### config.mk
export PLATFORM = sky130hd
export DESIGN_NAME = mux_bus_cs_timer
export DESIGN_NICKNAME = d
export VERILOG_FILES = /design/src/rtl/mcb_pkg.sv /design/src/rtl/mcb_phase_gen.sv /design/src/rtl/mcb_seq_fsm.sv /design/src/rtl/mcb_pin_drive.sv /design/src/rtl/mux_bus_cs_timer.sv
export SDC_FILE = /design/constraint.sdc
export NUM_CORES = 1
export LEC_CHECK = 0
export ABC_CLOCK_PERIOD_IN_PS = 4600
export BUFFER_PORTS_ARGS = -buffer_cell sky130_fd_sc_hd__buf_2
export CAP_MARGIN = 20
export CORE_MARGIN = 3
export CORE_UTILIZATION = 42
export DETAILED_ROUTE_END_ITERATION = 8
export HOLD_SLACK_MARGIN = 0.08
export PLACE_DENSITY = 0.69
export SLEW_MARGIN = 10
export SYNTH_ARGS = -nofsm -noshare
export SYNTH_HDL_FRONTEND = slang
export SYNTH_SLANG_ARGS = --single-unit
### constraint.sdc
create_clock -name clk -period 4.6 [get_ports clk]
set_clock_uncertainty 0.2 [all_clocks]
set_input_delay 0 -clock clk [delete_from_list [all_inputs] [get_ports clk]]
set_output_delay 0 -clock clk [all_outputs]
set_load 0.02 [all_outputs]
### src/rtl/mcb_pkg.sv
package mcb_pkg;
    typedef enum logic [2:0] {
        ST_IDLE,
        ST_ADDR,
        ST_SETUP,
        ST_CSLEAD,
        ST_STROBE,
        ST_RECOVER
    } mcb_state_e;
endpackage

### src/rtl/mcb_phase_gen.sv
module mcb_phase_gen #(
    parameter int QUARTERS = 4
) (
    input  logic clk,
    input  logic rst_n,
    input  logic run,
    output logic phase_last
);
    localparam int PH_W = (QUARTERS > 1) ? $clog2(QUARTERS) : 1;
    localparam logic [PH_W-1:0] PH_END = PH_W'(QUARTERS - 1);

    logic [PH_W-1:0] phase_q;

    // Quarter counter: held at zero while idle, so an access begins on quarter 0.
    always_ff @(posedge clk or negedge rst_n) begin
        if (!rst_n) begin
            phase_q <= '0;
        end else if (!run || phase_q == PH_END) begin
            phase_q <= '0;
        end else begin
            phase_q <= phase_q + PH_W'(1);
        end
    end

    assign phase_last = (phase_q == PH_END);
endmodule

### src/rtl/mcb_seq_fsm.sv
module mcb_seq_fsm
    import mcb_pkg::*;
#(
    parameter int BUS_W = 32,
    parameter int SCY_W = 4,
    parameter int ALE_W = 2,
    parameter int SET_W = 2
) (
    input  logic             clk,
    input  logic             rst_n,
    input  logic             req_valid,
    input  logic             req_write,
    input  logic [BUS_W-1:0] req_addr,
    input  logic [BUS_W-1:0] req_wdata,
    input  logic [SCY_W-1:0] cfg_wait_cnt,
    input  logic             cfg_relax,
    input  logic             cfg_early_neg,
    input  logic [ALE_W-1:0] cfg_ale_len,
    input  logic [SET_W-1:0] cfg_cs_setup,
    input  logic             phase_last,
    output mcb_state_e       state,
    output logic             run,
    output logic             str_last,
    output logic             lat_write,
    output logic             lat_csnt,
    output logic [BUS_W-1:0] lat_addr,
    output logic [BUS_W-1:0] lat_wdata
);
    localparam int MAX_W = (SCY_W > ALE_W) ? ((SCY_W > SET_W) ? SCY_W : SET_W)
                                           : ((ALE_W > SET_W) ? ALE_W : SET_W);
    localparam int CNT_W = MAX_W + 2;

    mcb_state_e       state_q, state_d;
    logic [CNT_W-1:0] cyc_q, lim;
    logic [SCY_W-1:0] lat_scy;
    logic [ALE_W-1:0] lat_ale;
    logic [SET_W-1:0] lat_setup;
    logic             lat_relax;
    logic             accept, cyc_end;

    assign accept = (state_q == ST_IDLE) && req_valid;

    // Bus-cycle count that ends the current state
    always_comb begin
        unique case (state_q)
            ST_ADDR:   lim = CNT_W'(lat_ale) + CNT_W'(1);
            ST_SETUP:  lim = CNT_W'(lat_setup);
            ST_STROBE: lim = CNT_W'(lat_scy) + CNT_W'(lat_relax) + CNT_W'(1);
            default:   lim = CNT_W'(1);
        endcase
    end

    assign cyc_end = phase_last && (cyc_q == lim - CNT_W'(1));

    always_comb begin
        state_d = state_q;
        unique case (state_q)
            ST_IDLE:    if (req_valid) state_d = ST_ADDR;
            ST_ADDR:    if (cyc_end) state_d = (lat_setup != '0) ? ST_SETUP : ST_CSLEAD;
            ST_SETUP:   if (cyc_end) state_d = ST_CSLEAD;
            ST_CSLEAD:  if (cyc_end) state_d = ST_STROBE;
            ST_STROBE:  if (cyc_end) state_d = lat_relax ? ST_RECOVER : ST_IDLE;
            ST_RECOVER: if (cyc_end) state_d = ST_IDLE;
            default:    state_d = ST_IDLE;
        endcase
    end

    // State register and in-state bus-cycle counter
    always_ff @(posedge clk or negedge rst_n) begin
        if (!rst_n) begin
            state_q <= ST_IDLE;
            cyc_q   <= '0;
        end else begin
            state_q <= state_d;
            if (state_d != state_q) begin
                cyc_q <= '0;
            end else if (phase_last && state_q != ST_IDLE) begin
                cyc_q <= cyc_q + CNT_W'(1);
            end
        end
    end

    // Request and configuration captured at acceptance
    always_ff @(posedge clk or negedge rst_n) begin
        if (!rst_n) begin
            lat_write <= 1'b0;
            lat_csnt  <= 1'b0;
            lat_relax <= 1'b0;
            lat_scy   <= '0;
            lat_ale   <= '0;
            lat_setup <= '0;
            lat_addr  <= '0;
            lat_wdata <= '0;
        end else if (accept) begin
            lat_write <= req_write;
            lat_csnt  <= cfg_early_neg;
            lat_relax <= cfg_relax;
            lat_scy   <= cfg_wait_cnt;
            lat_ale   <= cfg_ale_len;
            lat_setup <= cfg_cs_setup;
            lat_addr  <= req_addr;
            lat_wdata <= req_wdata;
        end
    end

    assign state    = state_q;
    assign run      = (state_q != ST_IDLE);
    assign str_last = (state_q == ST_STROBE) && (cyc_q == lim - CNT_W'(1));
endmodule

### src/rtl/mcb_pin_drive.sv
module mcb_pin_drive
    import mcb_pkg::*;
#(
    parameter int BUS_W = 32
) (
    input  logic             clk,
    input  logic             rst_n,
    input  mcb_state_e       state,
    input  logic             phase_last,
    input  logic             str_last,
    input  logic             lat_write,
    input  logic             lat_csnt,
    input  logic [BUS_W-1:0] lat_addr,
    input  logic [BUS_W-1:0] lat_wdata,
    input  logic [BUS_W-1:0] bus_ad_in,
    output logic [BUS_W-1:0] bus_ad_out,
    output logic             bus_ad_oe,
    output logic             bus_cs_n,
    output logic             bus_ale,
    output logic             bus_oe_n,
    output logic             bus_we_n,
    output logic             ack,
    output logic             req_ready,
    output logic [BUS_W-1:0] rd_data
);
    logic             early_cut, in_strobe;
    logic [BUS_W-1:0] rd_q;

    // Output decode from state
    always_comb begin
        in_strobe  = (state == ST_STROBE);
        early_cut  = lat_write && lat_csnt && str_last && phase_last;
        ack        = str_last && phase_last;
        bus_ale    = (state == ST_ADDR);
        bus_cs_n   = !((state == ST_CSLEAD) || (in_strobe && !early_cut));
        bus_we_n   = !(in_strobe && lat_write && !early_cut);
        bus_oe_n   = !(in_strobe && !lat_write);
        bus_ad_oe  = (state == ST_ADDR) || (state == ST_SETUP) ||
                     (state == ST_CSLEAD) || (in_strobe && lat_write);
        bus_ad_out = in_strobe ? lat_wdata : lat_addr;
        req_ready  = (state == ST_IDLE);
    end

    // Read data taken at the end of the acknowledge tick
    always_ff @(posedge clk or negedge rst_n) begin
        if (!rst_n) begin
            rd_q <= '0;
        end else if (ack && !lat_write) begin
            rd_q <= bus_ad_in;
        end
    end

    assign rd_data = rd_q;
endmodule

### src/rtl/mux_bus_cs_timer.sv
module mux_bus_cs_timer
    import mcb_pkg::*;
#(
    parameter int BUS_W    = 32,
    parameter int SCY_W    = 4,
    parameter int ALE_W    = 2,
    parameter int SET_W    = 2,
    parameter int QUARTERS = 4
) (
    input  logic             clk,
    input  logic             rst_n,
    input  logic             req_valid,
    input  logic             req_write,
    input  logic [BUS_W-1:0] req_addr,
    input  logic [BUS_W-1:0] req_wdata,
    output logic             req_ready,
    input  logic [SCY_W-1:0] cfg_wait_cnt,
    input  logic             cfg_relax,
    input  logic             cfg_early_neg,
    input  logic [ALE_W-1:0] cfg_ale_len,
    input  logic [SET_W-1:0] cfg_cs_setup,
    output logic [BUS_W-1:0] bus_ad_out,
    output logic             bus_ad_oe,
    input  logic [BUS_W-1:0] bus_ad_in,
    output logic             bus_cs_n,
    output logic             bus_ale,
    output logic             bus_oe_n,
    output logic             bus_we_n,
    output logic             ack,
    output logic [BUS_W-1:0] rd_data
);
    mcb_state_e       state;
    logic             run, phase_last, str_last, lat_write, lat_csnt;
    logic [BUS_W-1:0] lat_addr, lat_wdata;

    mcb_phase_gen #(.QUARTERS(QUARTERS)) u_phase (
        .clk        (clk),
        .rst_n      (rst_n),
        .run        (run),
        .phase_last (phase_last)
    );

    mcb_seq_fsm #(.BUS_W(BUS_W), .SCY_W(SCY_W), .ALE_W(ALE_W), .SET_W(SET_W)) u_fsm (
        .clk           (clk),
        .rst_n         (rst_n),
        .req_valid     (req_valid),
        .req_write     (req_write),
        .req_addr      (req_addr),
        .req_wdata     (req_wdata),
        .cfg_wait_cnt  (cfg_wait_cnt),
        .cfg_relax     (cfg_relax),
        .cfg_early_neg (cfg_early_neg),
        .cfg_ale_len   (cfg_ale_len),
        .cfg_cs_setup  (cfg_cs_setup),
        .phase_last    (phase_last),
        .state         (state),
        .run           (run),
        .str_last      (str_last),
        .lat_write     (lat_write),
        .lat_csnt      (lat_csnt),
        .lat_addr      (lat_addr),
        .lat_wdata     (lat_wdata)
    );

    mcb_pin_drive #(.BUS_W(BUS_W)) u_pins (
        .clk        (clk),
        .rst_n      (rst_n),
        .state      (state),
        .phase_last (phase_last),
        .str_last   (str_last),
        .lat_write  (lat_write),
        .lat_csnt   (lat_csnt),
        .lat_addr   (lat_addr),
        .lat_wdata  (lat_wdata),
        .bus_ad_in  (bus_ad_in),
        .bus_ad_out (bus_ad_out),
        .bus_ad_oe  (bus_ad_oe),
        .bus_cs_n   (bus_cs_n),
        .bus_ale    (bus_ale),
        .bus_oe_n   (bus_oe_n),
        .bus_we_n   (bus_we_n),
        .ack        (ack),
        .req_ready  (req_ready),
        .rd_data    (rd_data)
    );
endmodule

* After elaboration in Yosys (flattened, before gate mapping) *
Cells that the tools add are included.
W data, S select, Z words.

cells by class
  equality and inequality tests = 8
  muxes and demuxes = 14
  reduce and logical (&&, ||, !) cells = 28
  add/sub/neg operators = 6

operators with widths
  kind                   number
  $mux W32               1
  $mux W3                7
  $pmux W3 S6            1
  $pmux W6 S3            1
  $logic_and A1 B1 Y1    13
  $add A6 B1 Y6 const B  2
  $mux W6                2
  $eq A3 B2 Y1 const B   2
  $eq A3 B3 Y1 const B   2
  $eq A6 B6 Y1           1
  $logic_not A1 Y1       6
  $sub A6 B1 Y6 const B  1
  $add A4 B1 Y5          1
  $logic_or A1 B1 Y1     5
  $reduce_bool A2 Y1     2
  $add A2 B1 Y3 const B  1
  $eq A3 B1 Y1 const B   1
  $logic_not A3 Y1       1
  $ne A3 B3 Y1           1
  $reduce_bool A3 Y1     1
  $add A2 B1 Y2 const B  1
  $eq A2 B2 Y1 const B   1
  $mux W2                1
  $mux W1                1

word-level totals
  input port bits = 110
  output and inout port bits = 71
  word-level logic and storage cells = 68
  register bits = 118

* Logic depth before layout (Yosys ltp) *
Gate-level depths: netlist of the first run.

  depth in word-level cells = 12
  mapped depth = 17
  mapped depth without buffers = 14

* Cells and area by module *
A second synthesis of the first run with hierarchy kept.

unflattened totals
  cell total of the unflattened synthesis = 394
  area, all modules = 5497.8 µm²

by module, submodules not included
  module         area each (µm²)  times used  cells each
  mcb_seq_fsm    3746.1           1           273
  mcb_pin_drive  1667.8           1           116
  mcb_phase_gen  83.8             1           5

* Least setup slack after synthesis of the first run *
Ideal clock, no wire load.

  path type = register to register
  start point = register u_fsm.lat_relax
  end point = register u_pins.rd_q[10], in the netlist u_pins.rd_data[10]
  required time = 4.275 ns
  period minus slack after synthesis = 4.077 ns
  setup slack = 0.523 ns
  data arrival time = 3.752 ns
  setup time = 0.125 ns
  path buffers = 3
  cell stages (with the launch flop) = 17
  cell sequence = dfrtp_1 -> ha_1 -> ha_1 -> ha_1 -> and2_1 -> a221oi_2 -> ha_1 -> clkbuf_1 -> nand2_1 -> nor3b_1 -> mux2_2 -> o22ai_1 -> o221a_2 -> or3_1 -> buf_2 -> buf_6 -> mux2_4

on the way
  word-level cells in the longest chain between the ends = 8

RTL lines
  item                    line                 RTL
  start, declared         mcb_seq_fsm.sv:38    logic lat_relax;
  start signal, assigned  mcb_seq_fsm.sv:97    lat_relax <= cfg_relax;
  $add A4 B1 Y5           mcb_seq_fsm.sv:48    ST_STROBE: lim = CNT_W'(lat_scy) + CNT_W'(lat_relax) + CNT_W'(1);
  $add A6 B1 Y6           mcb_seq_fsm.sv:48
  $pmux W6 S3             mcb_seq_fsm.sv:45    unique case (state_q)
  $sub A6 B1 Y6           mcb_seq_fsm.sv:108   assign str_last = (state_q == ST_STROBE) && (cyc_q == lim - CNT_W'(1));
  $eq A6 B6 Y1            mcb_seq_fsm.sv:108
  $logic_and A1 B1 Y1     mcb_seq_fsm.sv:108
  $logic_and A1 B1 Y1     mcb_pin_drive.sv:33  ack = str_last && phase_last;
  $logic_and A1 B1 Y1     mcb_pin_drive.sv:48  end else if (ack && !lat_write) begin
  end signal, assigned    mcb_pin_drive.sv:49  rd_q <= bus_ad_in;
  end, declared           mcb_pin_drive.sv:27  logic [BUS_W-1:0] rd_q;

Every way passes these cells.
A chain may end at the register's enable or synchronous reset.

* Worst setup path in the final report of the first run *
Same ends and word-level chain as after synthesis.

==> out/results.ini, run 1 <==
[setup_path]
regToRegStartpoint = u_fsm.lat_relax$_DFFE_PN0P_
worstRegToRegCells = 14
critPathArrivalTime_ns = 4.44
worst-endpoint-required_ns = 4.69
r2r_slack_ns = 0.25
crit_fanout = 32
crit_type = register to register
r2r_end = u_pins.rd_data[10]$_DFFE_PN0P_
startpoint_type = register
end_kind = register

[floorplanning]
boundaryPins = 181
die_y_um = 122
num_rows = 41
die_x_um = 122
dieArea_um2 = 14900
initial_core_util = 0.438
core_um2 = 12900

[placement]
io_buffer_count = 180
gp_congestion = 0.794
dp_hpwl_um = 9530

[cells_and_area]
final_nets = 884
final_util = 0.649
syn_to_final_growth_pct = 48.0
drive_gt1_frac = 0.429
nFillCells = 968

[timing]
worst_pin_slew_ns = 1.01
final.setup.tns_ns = 0
slew_violations = 0
rsz0062_at_grt = no
max_freq_mhz = 230
post-route-period-util = 0.946
max-slew-margin-rel = 0.325
period_minus_slack_ns = 4.35
final_hold_viol_count = 0
final-setup-viol-count = 0

[clocking]
post-cts-setup-buffers = 0
root_buffer = clkbuf_16
clkSinkCount = 118
cts_made_buffers = 17
cts_tree = yes
clock_latency_ns = 0.41
h-tree-depth = 4
clk_pin_slew_worst_paths_ns = 0.05
clockBufferDepth = 2

[pwr]
power.leakage_nw = 4.08
max-vdd-ir-drop_v = 0.000367
p_per_area_nw_per_um2 = 567

[logic_synthesis]
syn_avg_cell_area_um2 = 11.9
synth-edff-count = 0
synth_area_leaders = dfrtp_1 52%, mux2_2 16%, mux2_4 8.2%, nand2_1 7.8%, ha_1 1.5%
syn_area_um2 = 5670
syn_nets = 595
synth_most_common_cell = dfrtp_1
synth-seq-area-share = 0.521
yosysWarningCount = 0
synth.distinct_cells = 57
yosys-top-cells-count = 118 x dfrtp_1, 117 x nand2_1, 78 x mux2_2
synth_top_flop_cell = dfrtp_1
async_reset_ff_frac = 1.00
synth_seq_cells = 118
yosysTopAreaCell = dfrtp_1
netlist.area_leader.share = 0.521
syn_inst = 478

[grt]
grt_max_degree = 82
antenna_found_initial = 0
grt.total_usage = 0.216
grt_pass1_vias = 5144
grt_overflow = 0
grt_pass1_wl_um = 25000

[detailed_routing]
num_vias = 4724
drt-initial-drc-count = 191
ant_nets = 0
dr.pass1.iters = 4
post_drt_via_cell_ratio = 4.96
routedWlPerCell_um = 16.2
drc = 0
routed_wirelength_um = 15400

[min_path]
holdCritPathClass = input port to asynchronous set/reset pin

[flow_run]
cap_violations = 0

[run_status]
status = finished clean

state kept, by name (all words and copies together) (netlist names):
name / count
u_fsm.lat_relax: 1
u_fsm.lat_addr: 32
u_fsm.lat_scy: 4
u_fsm.lat_wdata: 32
u_fsm.state: 3
u_fsm.lat_csnt: 1
u_fsm.lat_write: 1
u_fsm.cyc_q: 6
u_fsm.lat_setup: 2
u_fsm.lat_ale: 2
u_pins.rd_data: 32
u_phase.phase_q: 2
through the flow:
step           std cells  setup WS (ns)  hold WS (ns)  cell area, um2  power, mW
2_1_floorplan        478          0.523        -0.496            5670       2.89
3_3_place_gp         811          0.384       0.00933            6720       3.30
3_5_place_dp         811          0.256        0.0302            6720       3.38
4_1_cts              951          0.220         0.135            8380       4.76
5_1_grt              951         0.0574         0.145            8390       5.07
6_report             952          0.248         0.119            8390       4.75
cell families after synthesis:
| kind of cell | synth area share |
|---|---|
| fa+ha+maj | 0.0155 |
| simple gates | 0.128 |
| mux | 0.242 |
| flops | 0.521 |
| buf+inv | 0.0234 |
| compound gates | 0.0497 |
| xor+xnor | 0.0199 |
worst max path at each step:
stage	start	end	cells past startpoint
after floorplan	u_fsm.lat_relax$_DFFE_PN0P_	u_pins.rd_data[10]$_DFFE_PN0P_	16
after global placement	u_fsm.lat_relax$_DFFE_PN0P_	u_pins.rd_data[3]$_DFFE_PN0P_	14
after detailed placement	u_fsm.lat_relax$_DFFE_PN0P_	u_pins.rd_data[25]$_DFFE_PN0P_	14
after CTS	u_fsm.lat_relax$_DFFE_PN0P_	u_pins.rd_data[18]$_DFFE_PN0P_	14
after global routing	u_fsm.lat_relax$_DFFE_PN0P_	u_pins.rd_data[6]$_DFFE_PN0P_	14
final	u_fsm.lat_relax$_DFFE_PN0P_	u_pins.rd_data[10]$_DFFE_PN0P_	14
worst max-delay path: stages, from the launching register on:
cell and delay, ns:
dfrtp_1 0.41, ha_1 0.25, ha_1 0.32, ha_1 0.27, and2_1 0.18, a221oi_2 0.32
ha_2 0.32, nand2_1 0.08, nor3b_1 0.17, mux2_2 0.18, o22ai_1 0.11, o221a_2 0.35
or3_2 0.50, buf_12 0.22, mux2_4 0.33
per-layer routing:
metal / routed length [um] / global-route usage / up-vias
met5: 0 / 0 / -
met4: 542 / 0.112 / 0
met3: 579 / 0.0469 / 44
met2: 8370 / 0.390 / 142
met1: 5940 / 0.238 / 2302
li1: - / - / 2236
timing repair:
item | in CTS | in global routing
hold buffers | 109 | 0
endpoints found under the hold margin | 193 | 0
resized for setup | 0 | 2
endpoints found under the setup margin | 0 | 1
report_power, final:
part	switching (mW)	leakage, nW	internal (mW)
logic	0.926	2.39	0.882
clock network	0.459	0.278	0.815
registers	0.256	1.41	1.42
total	1.64	4.08	3.11
final cells by class:
cell class / count / area, um2 / area share
diodes: 1 / 2.50 / 0.000298
clock buffers: 21 / 460 / 0.0549
clock inverters: 10 / 105 / 0.0125
inverters: 3 / 11.3 / 0.00134
multi-input cells: 333 / 2600 / 0.310
flip-flops and latches: 118 / 2950 / 0.352
well taps: 172 / 215 / 0.0257
repair buffers: 294 / 2040 / 0.244
cell usage in the layout, fill, tap and decap left out, drive strengths merged, types with 3 or more instances in the layout:
cell type,netlist,final
dfrtp,118,118
nor3b,4,4
mux2,109,109
clkbuf,7,21
or3,3,3
nand2b,4,4
xor2,5,5
nor2,7,7
o21ai,9,9
nor3,5,5
dlygate4sd3,0,109
inv,3,3
clkinv,0,6
a21oi,11,11
xnor2,5,5
ha,7,7
buf,17,185
and2,5,5
nand2,117,117
mux2i,3,3
nor2b,3,3
Note: power is estimated with default switching activity, not from simulation.
==> run 2, diff against run 1 <==
--- a/config.mk
+++ b/config.mk
@@ -13,6 +13,7 @@
 export DETAILED_ROUTE_END_ITERATION = 8
 export HOLD_SLACK_MARGIN = 0.08
 export PLACE_DENSITY = 0.69
+export RECOVER_POWER = 50
 export SLEW_MARGIN = 10
 export SYNTH_ARGS = -nofsm -noshare
 export SYNTH_HDL_FRONTEND = slang
==> run 2 against run 1 <==
  * The flow now finishes with violations (max-capacitance violations, max-slew violations)
  * Sequential power about the same
  * Sequential share of layout area increased by 0.22 points
  * Worst hold slack gained 0.032 ns
  * Setup slack lost 0.0020 ns
  * Combinational power about the same
  * Highest routed layer unchanged
  * Critical path depth did not move
==> out/results.ini, run 2 (synthesized netlist as in run 1, its figures left out) <==
[run_status]
status = finished, violations left
failed_checks = max-capacitance violations, max-slew violations

[detailed_routing]
routed_wirelength_um = 15500
routedWlPerCell_um = 16.3
num_vias = 4727
ant_nets = 0
drt-initial-drc-count = 181
post_drt_via_cell_ratio = 4.97
dr.pass1.iters = 4
drc = 0

[pwr]
max-vdd-ir-drop_v = 0.000366
p_per_area_nw_per_um2 = 570
power.leakage_nw = 3.99
total_power_mw = 4.75

[timing]
slew_violations = 121
worst_pin_slew_ns = 2.01
fin_ws_ns = 0.246
hold_ws_ns = 0.151
final-setup-viol-count = 0
period_minus_slack_ns = 4.35
rsz0062_at_grt = no
post-route-period-util = 0.947
max_freq_mhz = 230
final.setup.tns_ns = 0
final_hold_viol_count = 0
max-slew-margin-rel = -0.341

[floorplanning]
core_um2 = 12900
dieArea_um2 = 14900
initial_core_util = 0.438
die_y_um = 122
die_x_um = 122
num_rows = 41
boundaryPins = 181

[grt]
grt_pass1_vias = 5144
grt.total_usage = 0.216
grt_overflow = 0
antenna_found_initial = 0
grt_pass1_wl_um = 25000
grt_max_degree = 82

[cells_and_area]
syn_to_final_growth_pct = 47.1
final_util = 0.645
fin_cells = 952
final_nets = 884
final_cell_mix = 147 x buf_2, 118 x dfrtp_1, 117 x nand2_1, 109 x dlygate4sd3_1, 78 x mux2_2
drive_gt1_frac = 0.385
layout_commonest_cell = buf_2
design_area_um2 = 8340

[clocking]
clockBufferDepth = 2
clk_pin_slew_worst_paths_ns = 0.05
clkSinkCount = 118
cts_tree = yes
h-tree-depth = 4
post-cts-setup-buffers = 0
cts_made_buffers = 17
root_buffer = clkbuf_16
clock_latency_ns = 0.41

[setup_path]
startpoint_type = register
cp_common_cell = ha_1
crit_type = register to register
crit_chain = ha_1 -> ha_1 -> ha_1 -> and2_1 -> a221oi_2 -> ha_2 -> nand2_1 -> nor3b_1 -> mux2_2 -> o22ai_1 -> o221a_2 -> or3_2 -> buf_12 -> mux2_4
max_stage_delay_ns = 0.50
critPathArrivalTime_ns = 4.44
crit_fanout = 32
worst-endpoint-required_ns = 4.69
crit_path_top_delay_cell = or3_2
crit_buf_inv = 1
critical_path.top_delay_family = adder cells
end_kind = register

[placement]
io_buffer_count = 180
pre_cts_slack_ns = 0.256
placedCellCount = 811
dp_hpwl_um = 9530
place_area_um2 = 6720
gp_congestion = 0.794

[min_path]
holdCritPathClass = input port to register

[flow_run]
cap_violations = 2

## run 2: cell types whose count changed in the layout (fill, tap and decap cells not counted)
cell,previous run,this run
buf_4,5,3
nor3b_2,2,1
clkbuf_1,2,35
buf_2,179,147
nor3b_1,2,3
clkbuf_2,0,1
## run 2: worst register-to-register path: stages (launching register included)
cell      delay (ns)
dfrtp_1         0.41
ha_1            0.25
ha_1            0.32
ha_1            0.27
and2_1          0.18
a221oi_2        0.32
ha_2            0.32
nand2_1         0.08
nor3b_1         0.17
mux2_2          0.18
o22ai_1         0.11
o221a_2         0.35
or3_2           0.50
buf_12          0.21
mux2_4          0.36
## run 2: per-layer routing
metal  vias up  global-route usage  wire (um)
li1       2237                   -          -
met1      2307               0.238       6020
met2       136               0.390       8330
met3        47              0.0469        564
met4         0               0.112        569
met5         -                   0          0
## run 2: worst paths after layout
check,slack [ns],startpoint,endpoint,cells after the start
max,0.25,u_fsm.lat_relax$_DFFE_PN0P_,u_pins.rd_data[6]$_DFFE_PN0P_,14
min,0.15,bus_ad_in[16],u_pins.rd_data[16]$_DFFE_PN0P_,3
max reg2reg,0.25,u_fsm.lat_relax$_DFFE_PN0P_,u_pins.rd_data[6]$_DFFE_PN0P_,14
min reg2reg,0.24,u_phase.phase_q[0]$_DFF_PN0_,u_phase.phase_q[0]$_DFF_PN0_,1
max in group asynchronous,0.96,rst_n,u_fsm.cyc_q[2]$_DFFE_PN0P_,3
min in group asynchronous,0.51,rst_n,u_pins.rd_data[20]$_DFFE_PN0P_,2
## run 2: layout make-up
type	count	area, um2
flip-flops and latches	118	2950
diodes	1	2.50
well taps	172	215
inverters	3	11.3
fillers	987	4590
repair buffers	294	2000
clock buffers	21	460
clock inverters	10	105
multi-input cells	333	2590
## run 2: where the power goes
part	internal [mW]	switching [mW]
clock network	0.815	0.458
logic	0.875	0.928
registers	1.42	0.255
total	3.11	1.64
## run 2: timing repair
item,in CTS,in global routing
resized for setup,0,2
hold buffers,109,0
hold endpoints to repair,193,0
setup endpoints to repair,0,1
